**config.mk**
```make
export PLATFORM = sky130hd
export DESIGN_NAME = ptw_walker
export DESIGN_NICKNAME = d
export VERILOG_FILES = /design/src/rtl/ptw_pkg.sv /design/src/rtl/ptw_va_split.sv /design/src/rtl/ptw_addr_gen.sv /design/src/rtl/ptw_ctrl.sv /design/src/rtl/ptw_walker.sv
export SDC_FILE = /design/constraint.sdc
export NUM_CORES = 1
export LEC_CHECK = 0
export CAP_MARGIN = 40
export CELL_PAD_IN_SITES_DETAIL_PLACEMENT = 0
export CELL_PAD_IN_SITES_GLOBAL_PLACEMENT = 2
export CORE_MARGIN = 8
export CORE_UTILIZATION = 30
export CTS_CLUSTER_DIAMETER = 30
export DETAILED_ROUTE_END_ITERATION = 8
export PLACE_DENSITY_LB_ADDON = 0.1
export SLEW_MARGIN = 25
export SYNTH_ARGS = -nofsm -noshare
export SYNTH_HDL_FRONTEND = slang
export SYNTH_SLANG_ARGS = --single-unit
```
**constraint.sdc**
```tcl
create_clock -name clk_i -period 7 [get_ports clk_i]
set_input_delay 1.05 -clock clk_i [delete_from_list [all_inputs] [get_ports clk_i]]
set_output_delay 1.05 -clock clk_i [all_outputs]
set_load 0.05 [all_outputs]
```
**src/rtl/ptw_pkg.sv**
```systemverilog
`timescale 1ns/1ps
package ptw_pkg;
  // entry field positions, decoded by the TLB as well
  localparam int PTE_VALID    = 0;
  localparam int PTE_RES      = 1;
  localparam int PTE_PERM_LSB = 2;
  localparam int PTE_PERM_W   = 3;
  localparam int PTE_MT_LSB   = 5;
  localparam int PTE_MT_W     = 2;

  localparam int FLT_W = 2;
  localparam logic [FLT_W-1:0] FLT_NONE    = 2'd0;
  localparam logic [FLT_W-1:0] FLT_L1_INV  = 2'd1;
  localparam logic [FLT_W-1:0] FLT_L2_INV  = 2'd2;
  localparam logic [FLT_W-1:0] FLT_NOT_RES = 2'd3;

  typedef enum logic [2:0] {
    ST_IDLE,
    ST_L1_REQ,
    ST_L1_WAIT,
    ST_L2_REQ,
    ST_L2_WAIT,
    ST_DONE,
    ST_FAULT
  } walk_st_e;
endpackage

```
**src/rtl/ptw_va_split.sv**
```systemverilog
`timescale 1ns/1ps
module ptw_va_split #(
  parameter int VA_W     = 32,
  parameter int L1_IDX_W = 10,
  parameter int L2_IDX_W = 10,
  localparam int OFF_W   = VA_W - L1_IDX_W - L2_IDX_W
) (
  input  logic [VA_W-1:0]     va_i,
  output logic [L1_IDX_W-1:0] idx1_o,
  output logic [L2_IDX_W-1:0] idx2_o,
  output logic [OFF_W-1:0]    off_o
);
  assign idx1_o = va_i[VA_W-1 -: L1_IDX_W];
  assign idx2_o = va_i[OFF_W +: L2_IDX_W];
  assign off_o  = va_i[OFF_W-1:0];
endmodule

```
**src/rtl/ptw_addr_gen.sv**
```systemverilog
`timescale 1ns/1ps
module ptw_addr_gen #(
  parameter int PA_W     = 32,
  parameter int PTE_W    = 32,
  parameter int OFF_W    = 12,
  parameter int L1_IDX_W = 10,
  parameter int L2_IDX_W = 10,
  localparam int FRAME_W = PA_W - OFF_W,
  localparam int PTE_SH  = $clog2(PTE_W / 8)
) (
  input  logic [PA_W-1:0]     root_i,
  input  logic [L1_IDX_W-1:0] idx1_i,
  input  logic [L2_IDX_W-1:0] idx2_i,
  input  logic [FRAME_W-1:0]  l2_frame_i,
  input  logic                l2_sel_i,
  output logic [PA_W-1:0]     addr_o
);
  logic [PA_W-1:0] l1_off, l2_off, l2_base, l1_addr, l2_addr;

  assign l1_off  = PA_W'(idx1_i) << PTE_SH;
  assign l2_off  = PA_W'(idx2_i) << PTE_SH;
  assign l2_base = {l2_frame_i, {OFF_W{1'b0}}};
  assign l1_addr = root_i + l1_off;
  assign l2_addr = l2_base + l2_off;
  assign addr_o  = l2_sel_i ? l2_addr : l1_addr;
endmodule

```
**src/rtl/ptw_ctrl.sv**
```systemverilog
`timescale 1ns/1ps
module ptw_ctrl
  import ptw_pkg::*;
#(
  parameter int VA_W     = 32,
  parameter int PA_W     = 32,
  parameter int PTE_W    = 32,
  parameter int ACC_W    = 2,
  parameter int OFF_W    = 12,
  localparam int FRAME_W = PA_W - OFF_W
) (
  input  logic               clk_i,
  input  logic               rst_ni,
  input  logic               req_valid_i,
  input  logic [VA_W-1:0]    req_va_i,
  input  logic [ACC_W-1:0]   req_acc_i,
  input  logic [PA_W-1:0]    root_base_i,
  input  logic               mem_gnt_i,
  input  logic               mem_rvalid_i,
  input  logic [PTE_W-1:0]   mem_rdata_i,
  output logic               req_ready_o,
  output logic               mem_req_o,
  output logic               l2_sel_o,
  output logic               done_o,
  output logic               fault_o,
  output logic [FLT_W-1:0]   fault_code_o,
  output logic [VA_W-1:0]    va_o,
  output logic [ACC_W-1:0]   acc_o,
  output logic [PA_W-1:0]    root_o,
  output logic [FRAME_W-1:0] l2_frame_o,
  output logic [PTE_W-1:0]   leaf_o
);
  walk_st_e            state_q, state_d;
  logic [VA_W-1:0]     va_q;
  logic [ACC_W-1:0]    acc_q;
  logic [PA_W-1:0]     root_q;
  logic [FRAME_W-1:0]  l2_frame_q;
  logic [PTE_W-1:0]    leaf_q;
  logic [FLT_W-1:0]    flt_q, flt_d;
  logic                rd_valid, rd_res;

  assign rd_valid = mem_rdata_i[PTE_VALID];
  assign rd_res   = mem_rdata_i[PTE_RES];

  always_comb begin
    state_d = state_q;
    flt_d   = flt_q;
    unique case (state_q)
      ST_IDLE:    if (req_valid_i) state_d = ST_L1_REQ;
      ST_L1_REQ:  if (mem_gnt_i) state_d = ST_L1_WAIT;
      ST_L1_WAIT: if (mem_rvalid_i) begin
        if (!rd_valid) begin
          state_d = ST_FAULT;
          flt_d   = FLT_L1_INV;
        end else begin
          state_d = ST_L2_REQ;
        end
      end
      ST_L2_REQ:  if (mem_gnt_i) state_d = ST_L2_WAIT;
      ST_L2_WAIT: if (mem_rvalid_i) begin
        if (!rd_valid) begin
          state_d = ST_FAULT;
          flt_d   = FLT_L2_INV;
        end else if (!rd_res) begin
          state_d = ST_FAULT;
          flt_d   = FLT_NOT_RES;
        end else begin
          state_d = ST_DONE;
        end
      end
      ST_DONE:    state_d = ST_IDLE;
      ST_FAULT:   state_d = ST_IDLE;
      default:    state_d = ST_IDLE;
    endcase
  end

  always_ff @(posedge clk_i or negedge rst_ni) begin
    if (!rst_ni) begin
      state_q    <= ST_IDLE;
      va_q       <= '0;
      acc_q      <= '0;
      root_q     <= '0;
      l2_frame_q <= '0;
      leaf_q     <= '0;
      flt_q      <= FLT_NONE;
    end else begin
      state_q <= state_d;
      flt_q   <= flt_d;
      if (state_q == ST_IDLE && req_valid_i) begin
        va_q   <= req_va_i;
        acc_q  <= req_acc_i;
        root_q <= root_base_i;
      end
      if (state_q == ST_L1_WAIT && mem_rvalid_i)
        l2_frame_q <= mem_rdata_i[PTE_W-1 -: FRAME_W];
      if (state_q == ST_L2_WAIT && mem_rvalid_i)
        leaf_q <= mem_rdata_i;
    end
  end

  assign req_ready_o  = (state_q == ST_IDLE);
  assign mem_req_o    = (state_q == ST_L1_REQ) || (state_q == ST_L2_REQ);
  assign l2_sel_o     = (state_q == ST_L2_REQ);
  assign done_o       = (state_q == ST_DONE);
  assign fault_o      = (state_q == ST_FAULT);
  assign fault_code_o = fault_o ? flt_q : FLT_NONE;
  assign va_o         = va_q;
  assign acc_o        = acc_q;
  assign root_o       = root_q;
  assign l2_frame_o   = l2_frame_q;
  assign leaf_o       = leaf_q;
endmodule

```
**src/rtl/ptw_walker.sv**
```systemverilog
`timescale 1ns/1ps
module ptw_walker
  import ptw_pkg::*;
#(
  parameter int VA_W     = 32,
  parameter int PA_W     = 32,
  parameter int PTE_W    = 32,
  parameter int L1_IDX_W = 10,
  parameter int L2_IDX_W = 10,
  parameter int ACC_W    = 2,
  localparam int OFF_W   = VA_W - L1_IDX_W - L2_IDX_W,
  localparam int VPN_W   = L1_IDX_W + L2_IDX_W,
  localparam int FRAME_W = PA_W - OFF_W
) (
  input  logic                  clk_i,
  input  logic                  rst_ni,
  input  logic                  req_valid_i,
  output logic                  req_ready_o,
  input  logic [VA_W-1:0]       req_va_i,
  input  logic [ACC_W-1:0]      req_acc_i,
  input  logic [PA_W-1:0]       root_base_i,
  output logic                  mem_req_o,
  input  logic                  mem_gnt_i,
  output logic [PA_W-1:0]       mem_addr_o,
  input  logic                  mem_rvalid_i,
  input  logic [PTE_W-1:0]      mem_rdata_i,
  output logic                  done_o,
  output logic [PTE_W-1:0]      rsp_pte_o,
  output logic [PA_W-1:0]       rsp_pa_o,
  output logic [VPN_W-1:0]      rsp_vpn_o,
  output logic [PTE_PERM_W-1:0] rsp_perm_o,
  output logic [PTE_MT_W-1:0]   rsp_mtype_o,
  output logic [ACC_W-1:0]      rsp_acc_o,
  output logic                  fault_o,
  output logic [FLT_W-1:0]      fault_code_o
);
  logic [VA_W-1:0]     va_q;
  logic [PA_W-1:0]     root_q;
  logic [FRAME_W-1:0]  l2_frame_q;
  logic [PTE_W-1:0]    leaf_q;
  logic                l2_sel;
  logic [L1_IDX_W-1:0] idx1;
  logic [L2_IDX_W-1:0] idx2;
  logic [OFF_W-1:0]    off;

  ptw_ctrl #(
    .VA_W (VA_W),
    .PA_W (PA_W),
    .PTE_W(PTE_W),
    .ACC_W(ACC_W),
    .OFF_W(OFF_W)
  ) u_ctrl (
    .clk_i       (clk_i),
    .rst_ni      (rst_ni),
    .req_valid_i (req_valid_i),
    .req_va_i    (req_va_i),
    .req_acc_i   (req_acc_i),
    .root_base_i (root_base_i),
    .mem_gnt_i   (mem_gnt_i),
    .mem_rvalid_i(mem_rvalid_i),
    .mem_rdata_i (mem_rdata_i),
    .req_ready_o (req_ready_o),
    .mem_req_o   (mem_req_o),
    .l2_sel_o    (l2_sel),
    .done_o      (done_o),
    .fault_o     (fault_o),
    .fault_code_o(fault_code_o),
    .va_o        (va_q),
    .acc_o       (rsp_acc_o),
    .root_o      (root_q),
    .l2_frame_o  (l2_frame_q),
    .leaf_o      (leaf_q)
  );

  ptw_va_split #(
    .VA_W    (VA_W),
    .L1_IDX_W(L1_IDX_W),
    .L2_IDX_W(L2_IDX_W)
  ) u_split (
    .va_i  (va_q),
    .idx1_o(idx1),
    .idx2_o(idx2),
    .off_o (off)
  );

  ptw_addr_gen #(
    .PA_W    (PA_W),
    .PTE_W   (PTE_W),
    .OFF_W   (OFF_W),
    .L1_IDX_W(L1_IDX_W),
    .L2_IDX_W(L2_IDX_W)
  ) u_addr (
    .root_i    (root_q),
    .idx1_i    (idx1),
    .idx2_i    (idx2),
    .l2_frame_i(l2_frame_q),
    .l2_sel_i  (l2_sel),
    .addr_o    (mem_addr_o)
  );

  assign rsp_pte_o   = leaf_q;
  assign rsp_pa_o    = {leaf_q[PTE_W-1 -: FRAME_W], off};
  assign rsp_vpn_o   = {idx1, idx2};
  assign rsp_perm_o  = leaf_q[PTE_PERM_LSB +: PTE_PERM_W];
  assign rsp_mtype_o = leaf_q[PTE_MT_LSB +: PTE_MT_W];
endmodule

```
# Word-level counts from Yosys, hierarchy flattened
# Cells that the tools add are included.
# Widths: inputs -> output; s select.
# word_totals
reg_bits	123
output_inout_bits	129
# op_classes
n_mux	17
n_addsub	2
reduce_logical	8
eq_ne	13
# op_table
op	n
$add 32x12->32	2
$mux 32	1
$mux 3	7
$pmux 3 s5	1
$mux 2	7
$ne 2x2->1 const B	6
$reduce_and 5->1	2
$eq 3x3->1 const B	3
$eq 3x2->1 const B	2
$pmux 2 s2	1
$eq 3x1->1 const B	1
$logic_and 1x1->1	3
$logic_not 3->1	1
$ne 3x3->1 const B	1
$reduce_bool 2->1	1
$logic_or 1x1->1	1

# Longest topological paths before layout
# logic_depth
depth_word	4
ltp_mapped	8

# Cells and area by module
# A second synthesis with hierarchy kept.
# unflattened
hier_cells	546
hier_area_um2	6466.2
# by_module_without_submodules
module	cells_each	seq_area_each_um2	instances	area_per_inst_um2
ptw_ctrl	296	3078.0	1	4780.8
ptw_addr_gen	193	0.0	1	1257.5
ptw_va_split	32	0.0	1	240.2
ptw_walker	25	0.0	1	187.7

# Worst setup path before layout
# No wires, ideal clock.
# synth_timing
path_type	register to output
startpoint	reg u_ctrl.va_q[22] (netlist: u_ctrl.va_o[22])
endpoint	out mem_addr_o[22]
path_buffers	0
arrival_ps	3287
stages_incl_launch_ff	9
setup_slack_ps	2663
path_cell_list	dfrtp_1 > ha_1 > fa_1 > a21o_1 > a221oi_2 > a211oi_4 > nand4_1 > xor2_1 > o21ai_0
# synth_via
elab_chain_cells	2
# synth_lines
item	line_no	text
from (decl)	ptw_ctrl.sv:34	logic [VA_W-1:0] va_q;
from (signal assigned)	ptw_ctrl.sv:90	va_q <= req_va_i;
$add 32x12->32	ptw_addr_gen.sv:23	assign l1_addr = root_i + l1_off;
$mux 32	ptw_addr_gen.sv:25	assign addr_o = l2_sel_i ? l2_addr : l1_addr;
to (decl)	ptw_walker.sv:24	output logic [PA_W-1:0] mem_addr_o,
# Every way passes these cells.

# Final worst setup path
# layout_timing
startpoint	reg u_ctrl.va_q[22] (netlist: u_ctrl.va_o[22])
endpoint	out mem_addr_o[30]
# The elaborated chain is that of the path after synthesis.

==> run_results.csv <==
group,metric,value,unit
routing,wl_per_cell,18.2,um
routing,top_layer,"met4",
setup_path,required,5.95,ns
setup_path,crit_arrival,3.63,ns
global_route,grt_use_total,14.9,%
sta,clock_skew,0.00878,ns
yosys,syn-instance-count,509,
place,hpwl,13900,um
die,io_pins,232,
yosys,syn-mean-instance-area,12.0,um^2
clock_network,ctsRootBufferMaster,"clkbuf_16",
global_route,grt_first_pass_wirelength,28700,um
layout,ff_latch_area,3080,um^2
global_route,antenna_found_initial,0,
global_route,grt_max_degree,56,
yosys,synthesis.nets,623,
routing,routed-via-count,4591,
clock_network,post-cts-setup-buffers,0,
layout,final_nets,831,
yosys,synth_edf_count,0,
clock_network,cts_buffers,17,
setup_path,crit_path_start,"u_ctrl.va_o[22]",
clock_network,path_clk_slew,0.06,ns
hold_path,hp-class,"flip-flop to flip-flop",
sta,finalHoldViolations,0,
yosys,synth_top_area_share,50.5,%
clock_network,clockBufferDepth,2,
die,rows,52,
yosys,yosys-top-cells-area,"dfrtp_1, mux2_2, buf_4",
sta,finalSetupTns,0,ns
layout,syn_to_final_growth,50.3,%
layout,drive_gt1_share,22.3,%
sta,clock.fmax,214,MHz
die,start_util,30.3,%
setup_path,worstSetupPathType,"flip-flop to primary output",
yosys,synth_seq_cells,123,
place,place.gp.congestion,0.699,
place,portBuffers,231,
sta,setup_violations,0,
setup_path,timing.rr.start,"u_ctrl.state_q[2]",
die,die_h,159,um
setup_path,rr_endpoint,"u_ctrl.root_o[7]",
sta,finalCriticalPeriod,4.68,ns
layout,multi_input_area,2680,um^2
layout,utilization,45.5,%
routing,drtIter0Drc,148,
routing,dr_wl_met2,8540,um
sta,period_share,66.8,%
routing,drc,0,
clock_network,clock_latency,0.41,ns
global_route,overflow,0,
yosys,yosysMostFrequentCell,"dfrtp_1",
job,maxCapViolations,0,
yosys,synth_cell_type_count,45,
clock_network,cts-hold-fix-buffers,0,
yosys,yosysWarnings,0,
routing,met3WireLength,1670,um
setup_path,path_max_fanout,10,
setup_path,cp-endpoint,"mem_addr_o[30]",
setup_path,cp-start-kind,"flip-flop",
yosys,netlist_top_cells_count,"dfrtp_1, mux2_2, nand2_1",
routing,ant_nets,0,
global_route,grt_pass1_vias,5020,
layout,antenna_cells,0,
setup_path,ff2ff_setup_slack,4.79,ns
routing,via_per_inst,4.59,
clock_network,cts_tree,"yes",
routing,wl_met1,7780,um
sta,rsz0062_at_grt,"no",
routing,drt-total-wl,18200,um
clock_network,cts_max_level,4,
setup_path,r2r_cells,4,
yosys,netlist_area,6090,um^2
die,coreArea,20100,um^2
yosys,ys_seq_area_share,50.5,%
yosys,ys.flop_type,"dfrtp_1",
setup_path,cp-end-kind,"primary output",
clock_network,clock-sinks,123,
routing,drtPass1Iterations,4,
run_status,status,"finished, final reports clean",
yosys,synth_area_leader_cell,"dfrtp_1",
hold_path,hold_path_depth,1,
sta,tightest_slew,0.773,ns
die,dieArea,25100,um^2
die,die_w,159,um
yosys,async_flop_share,100,%
sta,drv_slew,0,
clock_network,post_cts_resized,0,
sta,slew_headroom,48.3,%
layout,nFillCells,1905,
[critical path, stage by stage, from the launching register on]
cell and delay [ns]:
dfrtp_1 0.39, ha_1 0.24, fa_1 0.42, a21o_1 0.23, a221oi_2 0.43, a211oi_4 0.20, nor3b_2 0.22, xnor2_1 0.13
o21ai_1 0.12, clkdlybuf4s50_1 0.83
[final cells by class]
| class | instances | area share (%) |
|---|---|---|
| Tap cell | 270 | 3.69 |
| Sequential cell | 123 | 33.6 |
| Clock inverter | 12 | 1.87 |
| Inverter | 11 | 0.451 |
| Clock buffer | 20 | 4.88 |
| Timing Repair Buffer | 238 | 26.2 |
| Multi-Input combinational cell | 326 | 29.3 |
[stage by stage]
stage	hold WS (ns)	instances	area, um^2	worst slack [ns]
2_1_floorplan	0.441	509	6090	2.66
3_3_place_gp	0.464	965	8480	2.73
3_5_place_dp	0.467	968	8540	2.70
4_1_cts	0.488	1000	9160	2.24
5_1_grt	0.525	1000	9160	2.13
6_report	0.484	1000	9160	2.32
[per-layer routing]
metal | vias to the layer above | track usage, %
met5 | - | 0
met4 | 0 | 4.45
met3 | 11 | 6.16
met2 | 141 | 24.0
met1 | 2244 | 17.8
li1 | 2195 | -
[worst min path at each step]
| stage | startpoint | to | slack, ns |
|---|---|---|---|
| 5_1_grt | u_ctrl.l2_frame_o[7] | u_ctrl.l2_frame_o[7] | 0.52 |
| 3_5_place_dp | u_ctrl.flt_q[1] | u_ctrl.flt_q[1] | 0.47 |
| 6_report | u_ctrl.flt_q[1] | u_ctrl.flt_q[1] | 0.48 |
| 3_3_place_gp | u_ctrl.flt_q[1] | u_ctrl.flt_q[1] | 0.46 |
| 2_1_floorplan | u_ctrl.flt_q[1] | u_ctrl.flt_q[1] | 0.44 |
| 4_1_cts | u_ctrl.flt_q[1] | u_ctrl.flt_q[1] | 0.49 |
[cells by family (layout without fill, tap and decap cells)]
group / count (synthesis) / in the layout / synth area share (%)
AOI/OAI and AO/OA: 76 / 76 / 8.85
xor gates and xnor gates: 23 / 23 / 3.31
adders and majority gates: 11 / 11 / 2.38
buffers and inverters: 60 / 281 / 5.59
DFF: 123 / 123 / 50.5
muxes: 115 / 115 / 21.2
and+or+nand+nor: 101 / 101 / 8.13
[placed cells by master, fill, tap and decap left out, types with 2 or more instances in the layout]
| cell type | synthesis | routed |
|---|---|---|
| a2111oi_2 | 3 | 3 |
| nand3_1 | 12 | 12 |
| clkbuf_1 | 7 | 2 |
| a21o_1 | 8 | 8 |
| dfrtp_1 | 123 | 123 |
| nor3_1 | 4 | 3 |
| o22ai_1 | 2 | 2 |
| a22oi_1 | 2 | 2 |
| a31oi_1 | 4 | 4 |
| clkbuf_16 | 0 | 17 |
| nand4_1 | 6 | 6 |
| and2_1 | 8 | 7 |
| nor2_1 | 17 | 17 |
| xor2_1 | 10 | 10 |
| o21a_1 | 2 | 2 |
| buf_12 | 0 | 2 |
| and3_1 | 9 | 9 |
| buf_4 | 25 | 4 |
| inv_1 | 11 | 11 |
| ha_1 | 10 | 10 |
| a21oi_1 | 13 | 13 |
| o31ai_1 | 3 | 3 |
| clkinvlp_4 | 0 | 3 |
| o21ai_1 | 4 | 4 |
| a211oi_1 | 4 | 4 |
| nand2_1 | 38 | 38 |
| clkinv_2 | 0 | 4 |
| o21ai_0 | 22 | 22 |
| mux2_2 | 112 | 112 |
| bufinv_16 | 0 | 4 |
| mux2i_1 | 2 | 2 |
| xnor2_1 | 13 | 13 |
| nand2b_1 | 2 | 2 |
| clkdlybuf4s50_1 | 0 | 230 |
[sequential cells by signal, summed over array words and instances, names as in the netlist]
signal             cells
u_ctrl.acc_o           2
u_ctrl.leaf_o         32
u_ctrl.l2_frame_o     20
u_ctrl.root_o         32
u_ctrl.va_o           32
u_ctrl.flt_q           2
u_ctrl.state_q         3
Power is left out: the tool's default activity adds up to more than one toggle a clock period on the data nets, which glitch-free logic cannot reach.
